==> config.mk <==
export PLATFORM = sky130hd
export DESIGN_NAME = intc_top
export DESIGN_NICKNAME = d
export VERILOG_FILES = /design/src/rtl/intc_pkg.sv /design/src/rtl/intc_bus_seq.sv /design/src/rtl/intc_prio_enc.sv /design/src/rtl/intc_top.sv
export SDC_FILE = /design/constraint.sdc
export NUM_CORES = 1
export LEC_CHECK = 0
export BUFFER_PORTS_ARGS = -buffer_cell sky130_fd_sc_hd__buf_2
export CAP_MARGIN = 5
export CORE_UTILIZATION = 50
export DETAILED_ROUTE_END_ITERATION = 10
export PLACE_DENSITY = 0.68
export SYNTH_ARGS = -nofsm -noshare
export SYNTH_HDL_FRONTEND = slang
export SYNTH_HIERARCHICAL = 1
export SYNTH_SLANG_ARGS = --single-unit
export TNS_END_PERCENT = 5
==> constraint.sdc <==
create_clock -name clk -period 4.3 [get_ports clk]
set_clock_uncertainty 0.15 [all_clocks]
set_input_delay 1.29 -clock clk [delete_from_list [all_inputs] [get_ports clk]]
set_output_delay 1.29 -clock clk [all_outputs]
set_load 0.01 [all_outputs]
==> src/rtl/intc_pkg.sv <==
package intc_pkg;

    localparam int BYTE_W = 8;
    localparam int SRC_W  = 2 * BYTE_W;
    localparam int IDX_W  = $clog2(SRC_W);
    localparam int SEL_W  = 4;

    typedef enum logic [SEL_W-1:0] {
        SEL_ENA_A = 4'd0,
        SEL_ENA_B = 4'd1,
        SEL_PND_A = 4'd2,
        SEL_PND_B = 4'd3,
        SEL_INS_A = 4'd4,
        SEL_INS_B = 4'd5,
        SEL_MSK_A = 4'd6,
        SEL_MSK_B = 4'd7,
        SEL_VECT  = 4'd8,
        SEL_EDGE  = 4'd9,
        SEL_DIRN  = 4'd10
    } reg_sel_e;

    typedef struct packed {
        logic              we;
        logic [SEL_W-1:0]  sel;
        logic [BYTE_W-1:0] data;
    } bus_acc_t;

    typedef struct packed {
        logic             any;
        logic [IDX_W-1:0] idx;
    } prio_t;

    localparam logic [BYTE_W-1:0] OPEN_BYTE = '1;

    // AND one bank (hi = upper bank) of a 16-bit source vector with a byte
    function automatic logic [SRC_W-1:0] and_bank(input logic [SRC_W-1:0] v,
                                                  input logic hi,
                                                  input logic [BYTE_W-1:0] d);
        logic [SRC_W-1:0] r;
        r = v;
        if (hi) r[SRC_W-1:BYTE_W] = v[SRC_W-1:BYTE_W] & d;
        else    r[BYTE_W-1:0]     = v[BYTE_W-1:0] & d;
        return r;
    endfunction

    function automatic logic [BYTE_W-1:0] bank_of(input logic [SRC_W-1:0] v,
                                                  input logic hi);
        return hi ? v[SRC_W-1:BYTE_W] : v[BYTE_W-1:0];
    endfunction

endpackage

==> src/rtl/intc_bus_seq.sv <==
module intc_bus_seq
    import intc_pkg::*;
#(
    parameter int WAIT_CYCLES = 4
) (
    input  logic                clk,
    input  logic                rst,
    input  logic                req,
    input  logic                we,
    input  logic [SEL_W-1:0]    addr,
    input  logic [BYTE_W-1:0]   wdata,
    output logic                done,
    output bus_acc_t            acc
);
    localparam int CNT_W = $clog2(WAIT_CYCLES + 1);
    localparam logic [CNT_W-1:0] CNT_LOAD = CNT_W'(WAIT_CYCLES - 1);

    logic             busy_q;
    logic [CNT_W-1:0] cnt_q;
    bus_acc_t         acc_q;

    always_ff @(posedge clk) begin
        if (rst) begin
            busy_q <= 1'b0;
            cnt_q  <= '0;
            acc_q  <= '0;
        end else if (!busy_q) begin
            if (req) begin
                busy_q    <= 1'b1;
                cnt_q     <= CNT_LOAD;
                acc_q.we  <= we;
                acc_q.sel <= addr;
                acc_q.data <= wdata;
            end
        end else if (cnt_q == '0) begin
            busy_q <= 1'b0;
        end else begin
            cnt_q <= cnt_q - 1'b1;
        end
    end

    assign done = busy_q && (cnt_q == '0);
    assign acc  = acc_q;

    assert_done_single_R2: assert property (@(posedge clk) disable iff (rst)
        done |=> !done);

    assert_req_after_idle_R2: assert property (@(posedge clk) disable iff (rst)
        (!busy_q && req) |=> !done);

endmodule

==> src/rtl/intc_prio_enc.sv <==
module intc_prio_enc #(
    parameter int W  = 16,
    parameter int IW = $clog2(W)
) (
    input  logic [W-1:0]  req,
    output logic          any,
    output logic [IW-1:0] idx
);
    always_comb begin
        idx = '0;
        for (int i = 0; i < W; i++) begin
            if (req[i]) idx = IW'(i);
        end
    end

    assign any = |req;

endmodule

==> src/rtl/intc_top.sv <==
module intc_top
    import intc_pkg::*;
#(
    parameter int WAIT_CYCLES = 4
) (
    input  logic              clk,
    input  logic              rst,
    input  logic              bus_req,
    input  logic              bus_we,
    input  logic [3:0]        bus_addr,
    input  logic [7:0]        bus_wdata,
    output logic [7:0]        bus_rdata,
    output logic              bus_done,
    input  logic [15:0]       src_pulse,
    input  logic              iack,
    output logic              irq,
    output logic [7:0]        vec,
    output logic              vec_valid
);
    localparam int NIB_W = BYTE_W - IDX_W;

    bus_acc_t acc;
    logic     wr;

    logic [SRC_W-1:0]  ena_q, pnd_q, ins_q, msk_q;
    logic [BYTE_W-1:0] vect_q, edge_q, dirn_q;
    logic [BYTE_W-1:0] vout_q;
    logic              vvalid_q;

    prio_t pm, sv;
    logic  ack_take;

    intc_bus_seq #(.WAIT_CYCLES(WAIT_CYCLES)) u_seq (
        .clk   (clk),
        .rst   (rst),
        .req   (bus_req),
        .we    (bus_we),
        .addr  (bus_addr),
        .wdata (bus_wdata),
        .done  (bus_done),
        .acc   (acc)
    );

    assign wr = bus_done && acc.we;

    // Priority search: pending-and-unmasked, and in-service
    intc_prio_enc #(.W(SRC_W)) u_pm_enc (
        .req (pnd_q & msk_q),
        .any (pm.any),
        .idx (pm.idx)
    );

    intc_prio_enc #(.W(SRC_W)) u_sv_enc (
        .req (ins_q),
        .any (sv.any),
        .idx (sv.idx)
    );

    assign irq      = pm.any && (!sv.any || (pm.idx > sv.idx));
    assign ack_take = iack && irq;

    // Next-state of the bit-vector registers
    logic [SRC_W-1:0] ena_n, pnd_n, ins_n, msk_n;
    logic [SRC_W-1:0] ack_bit;

    always_comb begin
        ack_bit = '0;
        if (ack_take) ack_bit[pm.idx] = 1'b1;

        ena_n = ena_q;
        pnd_n = pnd_q;
        ins_n = ins_q;
        msk_n = msk_q;

        if (wr) begin
            case (acc.sel)
                SEL_ENA_A: begin
                    ena_n[SRC_W-1:BYTE_W] = acc.data;
                    pnd_n = and_bank(pnd_q, 1'b1, acc.data);
                end
                SEL_ENA_B: begin
                    ena_n[BYTE_W-1:0] = acc.data;
                    pnd_n = and_bank(pnd_q, 1'b0, acc.data);
                end
                SEL_PND_A: pnd_n = and_bank(pnd_q, 1'b1, acc.data);
                SEL_PND_B: pnd_n = and_bank(pnd_q, 1'b0, acc.data);
                SEL_INS_A: ins_n = and_bank(ins_q, 1'b1, acc.data);
                SEL_INS_B: ins_n = and_bank(ins_q, 1'b0, acc.data);
                SEL_MSK_A: msk_n[SRC_W-1:BYTE_W] = acc.data;
                SEL_MSK_B: msk_n[BYTE_W-1:0]     = acc.data;
                default: ;
            endcase
        end

        pnd_n = (pnd_n & ~ack_bit) | (src_pulse & ena_q & ena_n);
        ins_n = ins_n | ack_bit;
    end

    always_ff @(posedge clk) begin
        if (rst) begin
            ena_q    <= '0;
            pnd_q    <= '0;
            ins_q    <= '0;
            msk_q    <= '0;
            vect_q   <= '0;
            edge_q   <= '0;
            dirn_q   <= '0;
            vout_q   <= '0;
            vvalid_q <= 1'b0;
        end else begin
            ena_q <= ena_n;
            pnd_q <= pnd_n;
            ins_q <= ins_n;
            msk_q <= msk_n;
            if (wr && acc.sel == SEL_VECT) vect_q <= acc.data;
            if (wr && acc.sel == SEL_EDGE) edge_q <= acc.data;
            if (wr && acc.sel == SEL_DIRN) dirn_q <= acc.data;
            vvalid_q <= ack_take;
            if (ack_take) vout_q <= {vect_q[BYTE_W-1:IDX_W], pm.idx};
        end
    end

    // Read mux
    logic [BYTE_W-1:0] rd_val;

    always_comb begin
        case (acc.sel)
            SEL_ENA_A: rd_val = bank_of(ena_q, 1'b1);
            SEL_ENA_B: rd_val = bank_of(ena_q, 1'b0);
            SEL_PND_A: rd_val = bank_of(pnd_q, 1'b1);
            SEL_PND_B: rd_val = bank_of(pnd_q, 1'b0);
            SEL_INS_A: rd_val = bank_of(ins_q, 1'b1);
            SEL_INS_B: rd_val = bank_of(ins_q, 1'b0);
            SEL_MSK_A: rd_val = bank_of(msk_q, 1'b1);
            SEL_MSK_B: rd_val = bank_of(msk_q, 1'b0);
            SEL_VECT:  rd_val = vect_q;
            SEL_EDGE:  rd_val = edge_q;
            SEL_DIRN:  rd_val = dirn_q;
            default:   rd_val = OPEN_BYTE;
        endcase
    end

    assign bus_rdata = (bus_done && !acc.we) ? rd_val : '0;
    assign vec       = vout_q;
    assign vec_valid = vvalid_q;

    // Pending bits never survive outside the enabled set
    assert_pend_in_enable_R7: assert property (@(posedge clk) disable iff (rst)
        (pnd_q & ~ena_q) == '0);

    assert_irq_has_source_R8: assert property (@(posedge clk) disable iff (rst)
        irq |-> ((pnd_q & msk_q) != '0));

    assert_ack_gives_vector_R9: assert property (@(posedge clk) disable iff (rst)
        (iack && irq) |=> vec_valid);

    assert_ack_sets_service_R9: assert property (@(posedge clk) disable iff (rst)
        (iack && irq && !bus_done) |=> ($countones(ins_q) == $past($countones(ins_q)) + 1));

    assert_ack_ignored_R11: assert property (@(posedge clk) disable iff (rst)
        (iack && !irq) |=> !vec_valid);

    assert_vec_nibble_R9: assert property (@(posedge clk) disable iff (rst)
        $rose(vec_valid) |-> (vec[BYTE_W-1:IDX_W] == vect_q[BYTE_W-1:IDX_W]
                              || $past(bus_done)));

    initial begin
        assert_nib_width: assert (NIB_W > 0);
    end

endmodule

==> flow_metrics.py, run 1 <==
metrics = {
    "outcome": {
        "status": "finished, final reports clean",
    },
    "global_routing": {
        "track_usage_pct": 35.17,
        "grt_pass1_wl_microns": 34220,
        "grt_max_degree": 48,
        "antenna_found_initial": 0,
        "grt_pass1_vias": 5995,
        "grt_overflow": 0,
    },
    "min_path": {
        "hold_path_class": "flop to flop",
        "hp-start": "vec[3]$_SDFFE_PP0P_",
    },
    "layout": {
        "final_area_sq_um": 7370,
        "final_common_cell": "nand2_1",
        "areaGrowthSynthToFinish_pct": 14.99,
        "drive_gt1_share_pct": 17.55,
        "final_cell_mix": "117 x nand2_1, 113 x dfxtp_1, 69 x a21oi_1, 63 x nor2_1, 51 x buf_2",
        "fin_nets": 853,
        "stdcell_count": 994,
        "diodes": 0,
        "num-fill-cells": 1135,
    },
    "flow_run": {
        "drv_cap": 0,
    },
    "synth": {
        "post-synth-top-area-fraction_pct": 35.61,
        "syn_area_sq_um": 6409,
        "synth.area.top_cells": "dfxtp_1 36%, nand2_1 6.9%, mux2i_1 6.4%, a21oi_1 5.4%, nor2_1 3.7%",
        "syn-num-nets": 823,
        "yosys.area.top_type": "dfxtp_1",
        "yosys_register_bits": 114,
        "avgSynthCellArea_sq_um": 8.174,
        "ys_warn_count": 6,
        "synthArstFlopShare_pct": 0,
        "syn-instance-count": 784,
        "synth.yosys.seq_area_share_pct": 35.61,
        "synth_edf_count": 0,
        "ys_types": 72,
        "ys.flop_type": "dfxtp_1",
    },
    "cts": {
        "path_clk_slew_ps": 50,
        "clock_path_buffers": 2,
        "ctsHoldBuffers": 0,
        "cts.sinks": 114,
        "clk_latency_ps": 420,
        "cts_tree": "done",
        "numCtsBuffers": 17,
        "htreeDepth": 4,
        "post_cts_resized": 0,
        "clockRootBuffer": "clkbuf_16",
        "cts_setup_buffers": 0,
    },
    "sta": {
        "rsz0062_at_grt": "no",
        "drv_slew": 0,
        "holdWs_ps": 303.7,
        "timing.final.hold_violations": 0,
        "setup_violations": 0,
        "period_share_pct": 96.69,
        "tns_ps": 0,
        "tightest_slew_ps": 868.8,
        "fmax_ghz": 0.2405,
        "relSlewSlack_pct": 41.83,
        "fin_crit_ps": 4158,
    },
    "critical_path": {
        "critical-path-top-delay-family": "simple AND/OR/NAND/NOR gates",
        "required_ps": 2860,
        "worst_setup_path_start_kind": "flop",
        "cpPeakStageDelay_ps": 380,
        "cp_max_fo": 4,
        "criticalPathCategory": "flop to output port",
        "path_buf_inv": 2,
        "critPathSlowestCell": "or3b_1",
        "crit_chain": "and2_1 -> or3b_1 -> a311oi_1 -> a31oi_1 -> inv_1 -> ha_1 -> and4_1 -> a21boi_2 -> o21a_1 -> buf_2",
        "endpoint_kind": "output port",
        "r2r-start": "pnd_q[9]$_SDFF_PP0_",
        "critical_path_arrival_ps": 2720,
        "startpoint": "pnd_q[9]$_SDFF_PP0_",
    },
    "drt": {
        "viasPerCell": 6.390,
        "wl_microns": 22310,
        "first_iter_violations": 694,
        "drt-pass1-iter-count": 6,
        "vias": 6352,
        "postRouteAntennaNets": 0,
        "wire_per_inst_microns": 22.45,
        "drc": 0,
    },
    "floorplanning": {
        "io_pins": 52,
        "fp.coreArea_sq_um": 12260,
        "num_rows": 40,
        "die_h_microns": 115.2,
        "dieArea_sq_um": 13270,
        "die_w_microns": 115.2,
        "initial_core_util_pct": 52.27,
    },
    "placed_design": {
        "hpwl_microns": 15660,
        "gp_congestion": 0.9522,
        "port_buffers": 51,
        "placed_cell_area_sq_um": 6748,
        "place_inst": 963,
    },
    "power": {
        "p_total_mw": 2.786,
        "p_leak_nw": 2.648,
        "powerDensity_nw_per_um2": 378.1,
        "max-vdd-ir-drop_mv": 0.2534,
    },
}
[area by class of cell]
| type | instances | area (sq um) | area share [%] |
|---|---|---|---|
| multi-input combinational | 585 | 3745 | 50.81 |
| sequential | 114 | 2283 | 30.98 |
| clock buffer | 22 | 484.2 | 6.570 |
| timing repair buffer | 76 | 442.9 | 6.010 |
| tap | 168 | 210.2 | 2.852 |
| clock inverter | 9 | 128.9 | 1.749 |
| inverter | 20 | 75.07 | 1.019 |
[state kept, by name, indices dropped and copies added, names as in the netlist]
register      flops
ena_q            16
ins_q            16
msk_q            16
pnd_q            16
u_seq/acc        13
dirn_q            8
edge_q            8
vec               8
vect_q            8
u_seq/cnt_q       3
u_seq/busy_q      1
vec_valid         1
[worst min-delay path: stages, from the launching register on]
cell	delay [ps]
dfxtp_1	300
nand2_1	50
mux2i_1	50
[where the power goes]
group | total, mW | switching [mW] | internal, mW
Combinational | 0.221 | 0.152 | 0.0689
Sequential | 1.09 | 0.0216 | 1.07
Clock | 1.47 | 0.509 | 0.966
Total | 2.79 | 0.682 | 2.10
[final timing paths]
kind	endpoint	slack, ps	cells after the start
worst max-delay path	irq	140	10
worst min-delay path	vec[3]$_SDFFE_PP0P_	300	2
worst max register to register	vec[7]$_SDFFE_PP0P_	1090	11
worst min register to register	vec[3]$_SDFFE_PP0P_	300	2
[cell usage after synthesis, types with 9 or more instances]
cell type	instances
nand2_1	117
dfxtp_1	114
a21oi_1	69
nor2_1	63
mux2i_1	41
nand3_1	32
clkbuf_1	26
a31oi_1	22
inv_1	20
buf_2	19
and2_1	17
o311ai_1	16
a311oi_1	15
o31ai_1	13
nand2b_1	12
nor3_1	12
o21ai_0	12
buf_4	11
mux2_2	10
o21ai_1	9
[metrics by stage]
stage                     util (%)  setup WS [ps]
after floorplan                  -          625.1
after global placement       55.03          628.0
after detailed placement     55.03          530.9
after CTS                    60.03          69.83
after global routing         60.10          34.63
final                        60.10          142.2
[cell families after synthesis]
group | Yosys count | share of synthesized area [%]
AND/OR/NAND/NOR | 314 | 25.01
multiplexers | 56 | 9.391
buffers and inverters | 85 | 6.365
flip-flops | 114 | 35.61
AO/OA/AOI/OAI | 209 | 22.45
adder cells (fa/ha/maj) | 6 | 1.171
[metal layers]
layer / global-route usage (%) / vias up / part of all wire (%)
met4: 21.13 / 0 / 5.0
met5: 0 / - / 0
met1: 46.26 / 3030 / 42
li1: - / 2904 / -
met2: 52.37 / 348 / 44
met3: 8.224 / 70 / 9.5
No activity file was read; power rests on OpenSTA's default activity.
==> inputs of run 2 (changes only) <==
--- a/config.mk
+++ b/config.mk
@@ -11,4 +11,5 @@
 export DETAILED_ROUTE_END_ITERATION = 10
 export PLACE_DENSITY = 0.68
+export REMOVE_ABC_BUFFERS = 1
 export SYNTH_ARGS = -nofsm -noshare
 export SYNTH_HDL_FRONTEND = slang
--- a/constraint.sdc
+++ b/constraint.sdc
@@ -3,3 +3,3 @@
 set_input_delay 1.29 -clock clk [delete_from_list [all_inputs] [get_ports clk]]
 set_output_delay 1.29 -clock clk [all_outputs]
-set_load 0.01 [all_outputs]
+set_load 0.02 [all_outputs]
==> flow_metrics.py, run 2 (synthesis results as in run 1) <==
metrics = {
    "outcome": {
        "status": "finished, final reports clean",
    },
    "drt": {
        "drt-pass1-iter-count": 5,
        "viasPerCell": 6.353,
        "postRouteAntennaNets": 0,
        "wl_microns": 21630,
        "vias": 6289,
        "drc": 0,
        "first_iter_violations": 709,
        "wire_per_inst_microns": 21.85,
    },
    "min_path": {
        "hold_depth": 2,
        "hp-start": "vec[3]$_SDFFE_PP0P_",
        "whs_endpoint": "vec[3]$_SDFFE_PP0P_",
        "hold_path_class": "flop to flop",
    },
    "global_routing": {
        "grt_pass1_wl_microns": 33000,
        "grtUsageMet2_pct": 53.01,
        "track_usage_pct": 33.99,
        "grt_overflow": 0,
        "grt_max_degree": 49,
        "grt_busiest_layer": "met2",
        "grt_pass1_vias": 5861,
        "grt_use_met3_pct": 8.224,
        "antenna_found_initial": 1,
        "gr-usage-met1_pct": 44.41,
    },
    "power": {
        "powerDensity_nw_per_um2": 366.2,
        "max-vdd-ir-drop_mv": 0.2645,
        "p_leak_nw": 2.619,
    },
    "placed_design": {
        "place_inst": 960,
        "gp_congestion": 0.9516,
        "port_buffers": 51,
        "hpwl_microns": 14950,
        "placed_cell_area_sq_um": 6725,
    },
    "critical_path": {
        "critical_path_arrival_ps": 2760,
        "path_depth": 10,
        "reg2reg_depth": 11,
        "critical-path-top-delay-family": "simple AND/OR/NAND/NOR gates",
        "crit_chain": "and2_1 -> or3b_1 -> a311oi_2 -> a31oi_1 -> inv_1 -> ha_1 -> and4_1 -> a21boi_2 -> o21a_1 -> buf_2",
        "cpPeakStageDelay_ps": 400,
        "path_buf_inv": 2,
        "r2r-end": "vec[6]$_SDFFE_PP0P_",
        "required_ps": 2860,
        "critPathSlowestCell": "or3b_1",
        "reg2reg_slack_ps": 990,
        "worst_setup_path_start_kind": "flop",
        "endpoint_kind": "output port",
        "criticalPathCategory": "flop to output port",
        "r2r-start": "pnd_q[9]$_SDFF_PP0_",
        "cp_max_fo": 4,
    },
    "sta": {
        "setup_violations": 0,
        "tightest_slew_ps": 918.8,
        "period_share_pct": 97.77,
        "fmax_ghz": 0.2379,
        "timing.final.hold_violations": 0,
        "relSlewSlack_pct": 38.48,
        "drv_slew": 0,
        "fin_crit_ps": 4204,
    },
    "floorplanning": {
        "fp.coreArea_sq_um": 12260,
        "die_w_microns": 115.2,
        "num_rows": 40,
        "initial_core_util_pct": 52.27,
        "io_pins": 52,
        "die_h_microns": 115.2,
        "dieArea_sq_um": 13270,
    },
    "flow_run": {
        "drv_cap": 0,
    },
    "layout": {
        "final_area_sq_um": 7318,
        "diodes": 0,
        "drive_gt1_share_pct": 17.27,
        "fin_nets": 851,
        "areaGrowthSynthToFinish_pct": 14.19,
        "fin_util_pct": 59.68,
        "final_common_cell": "nand2_1",
        "stdcell_count": 990,
        "final_cell_mix": "117 x nand2_1, 112 x dfxtp_1, 69 x a21oi_1, 63 x nor2_1, 51 x buf_2",
    },
    "cts": {
        "clk_latency_ps": 420,
        "clock_path_buffers": 2,
        "cts_tree": "done",
        "ctsHoldBuffers": 0,
        "path_clk_slew_ps": 50,
        "cts.sinks": 114,
        "clockRootBuffer": "clkbuf_16",
        "numCtsBuffers": 17,
        "htreeDepth": 4,
    },
}
-- run 2: worst register-to-register path, stage by stage (launching register included) --
cell	delay, ps
dfxtp_1	310
and2_1	200
or3b_1	400
a311oi_2	300
a31oi_1	100
inv_1	110
ha_1	240
and4_1	230
a21oi_1	160
o21a_1	430
buf_4	370
mux2i_1	230
-- run 2: how the worst max path moves through the flow --
stage | from | end
after floorplan | u_seq/cnt_q[0]$_SDFFE_PP0P_ | ena_q[0]$_SDFF_PP0_
after global placement | pnd_q[9]$_SDFF_PP0_ | irq
after detailed placement | pnd_q[5]$_SDFF_PP0_ | irq
after CTS | pnd_q[5]$_SDFF_PP0_ | irq
after global routing | msk_q[9]$_SDFFE_PP0P_ | irq
final | pnd_q[9]$_SDFF_PP0_ | irq
-- run 2: per-stage QoR --
stage / power, mW / hold WS, ps / setup WS (ps) / TNS [ps]
2_1_floorplan: 1.218 / 288.2 / -357.0 / -10880
3_3_place_gp: 1.318 / 291.3 / 596.5 / 0
3_5_place_dp: 1.324 / 296.2 / 505.0 / 0
4_1_cts: 2.683 / 308.5 / 47.54 / 0
5_1_grt: 2.753 / 332.3 / -10.97 / -10.97
6_report: 2.680 / 304.8 / 96.00 / 0
-- run 2: area by class of cell --
type / count / area, sq um
clock inverter: 6 / 80.08
tap: 168 / 210.2
inverter: 20 / 75.07
fill: 1166 / 4943
clock buffer: 23 / 488.0
timing repair buffer: 74 / 427.9
multi-input combinational: 585 / 3752
sequential: 114 / 2285
-- run 2: power by group --
| group | internal (mW) | leakage [nW] | switching, mW |
|---|---|---|---|
| sequential | 1.07 | 0.922 | 0.0348 |
| clock | 0.898 | 0.285 | 0.473 |
| combinational | 0.0661 | 1.41 | 0.138 |
| total | 2.03 | 2.62 | 0.646 |
-- run 2: per-layer routing --
layer  routed length [microns]  part of all wire (%)  up-vias
li1                          -                     -     2887
met1                      9084                    42     3022
met2                      9835                    45      329
met3                      1945                   9.0       51
met4                       766                   3.5        0
met5                         0                     0        -
-- run 2: what timing repair did --
action	in CTS	in global routing
endpoints found under the setup margin	0	2
buffers inserted	0	1
gates resized for setup	0	4
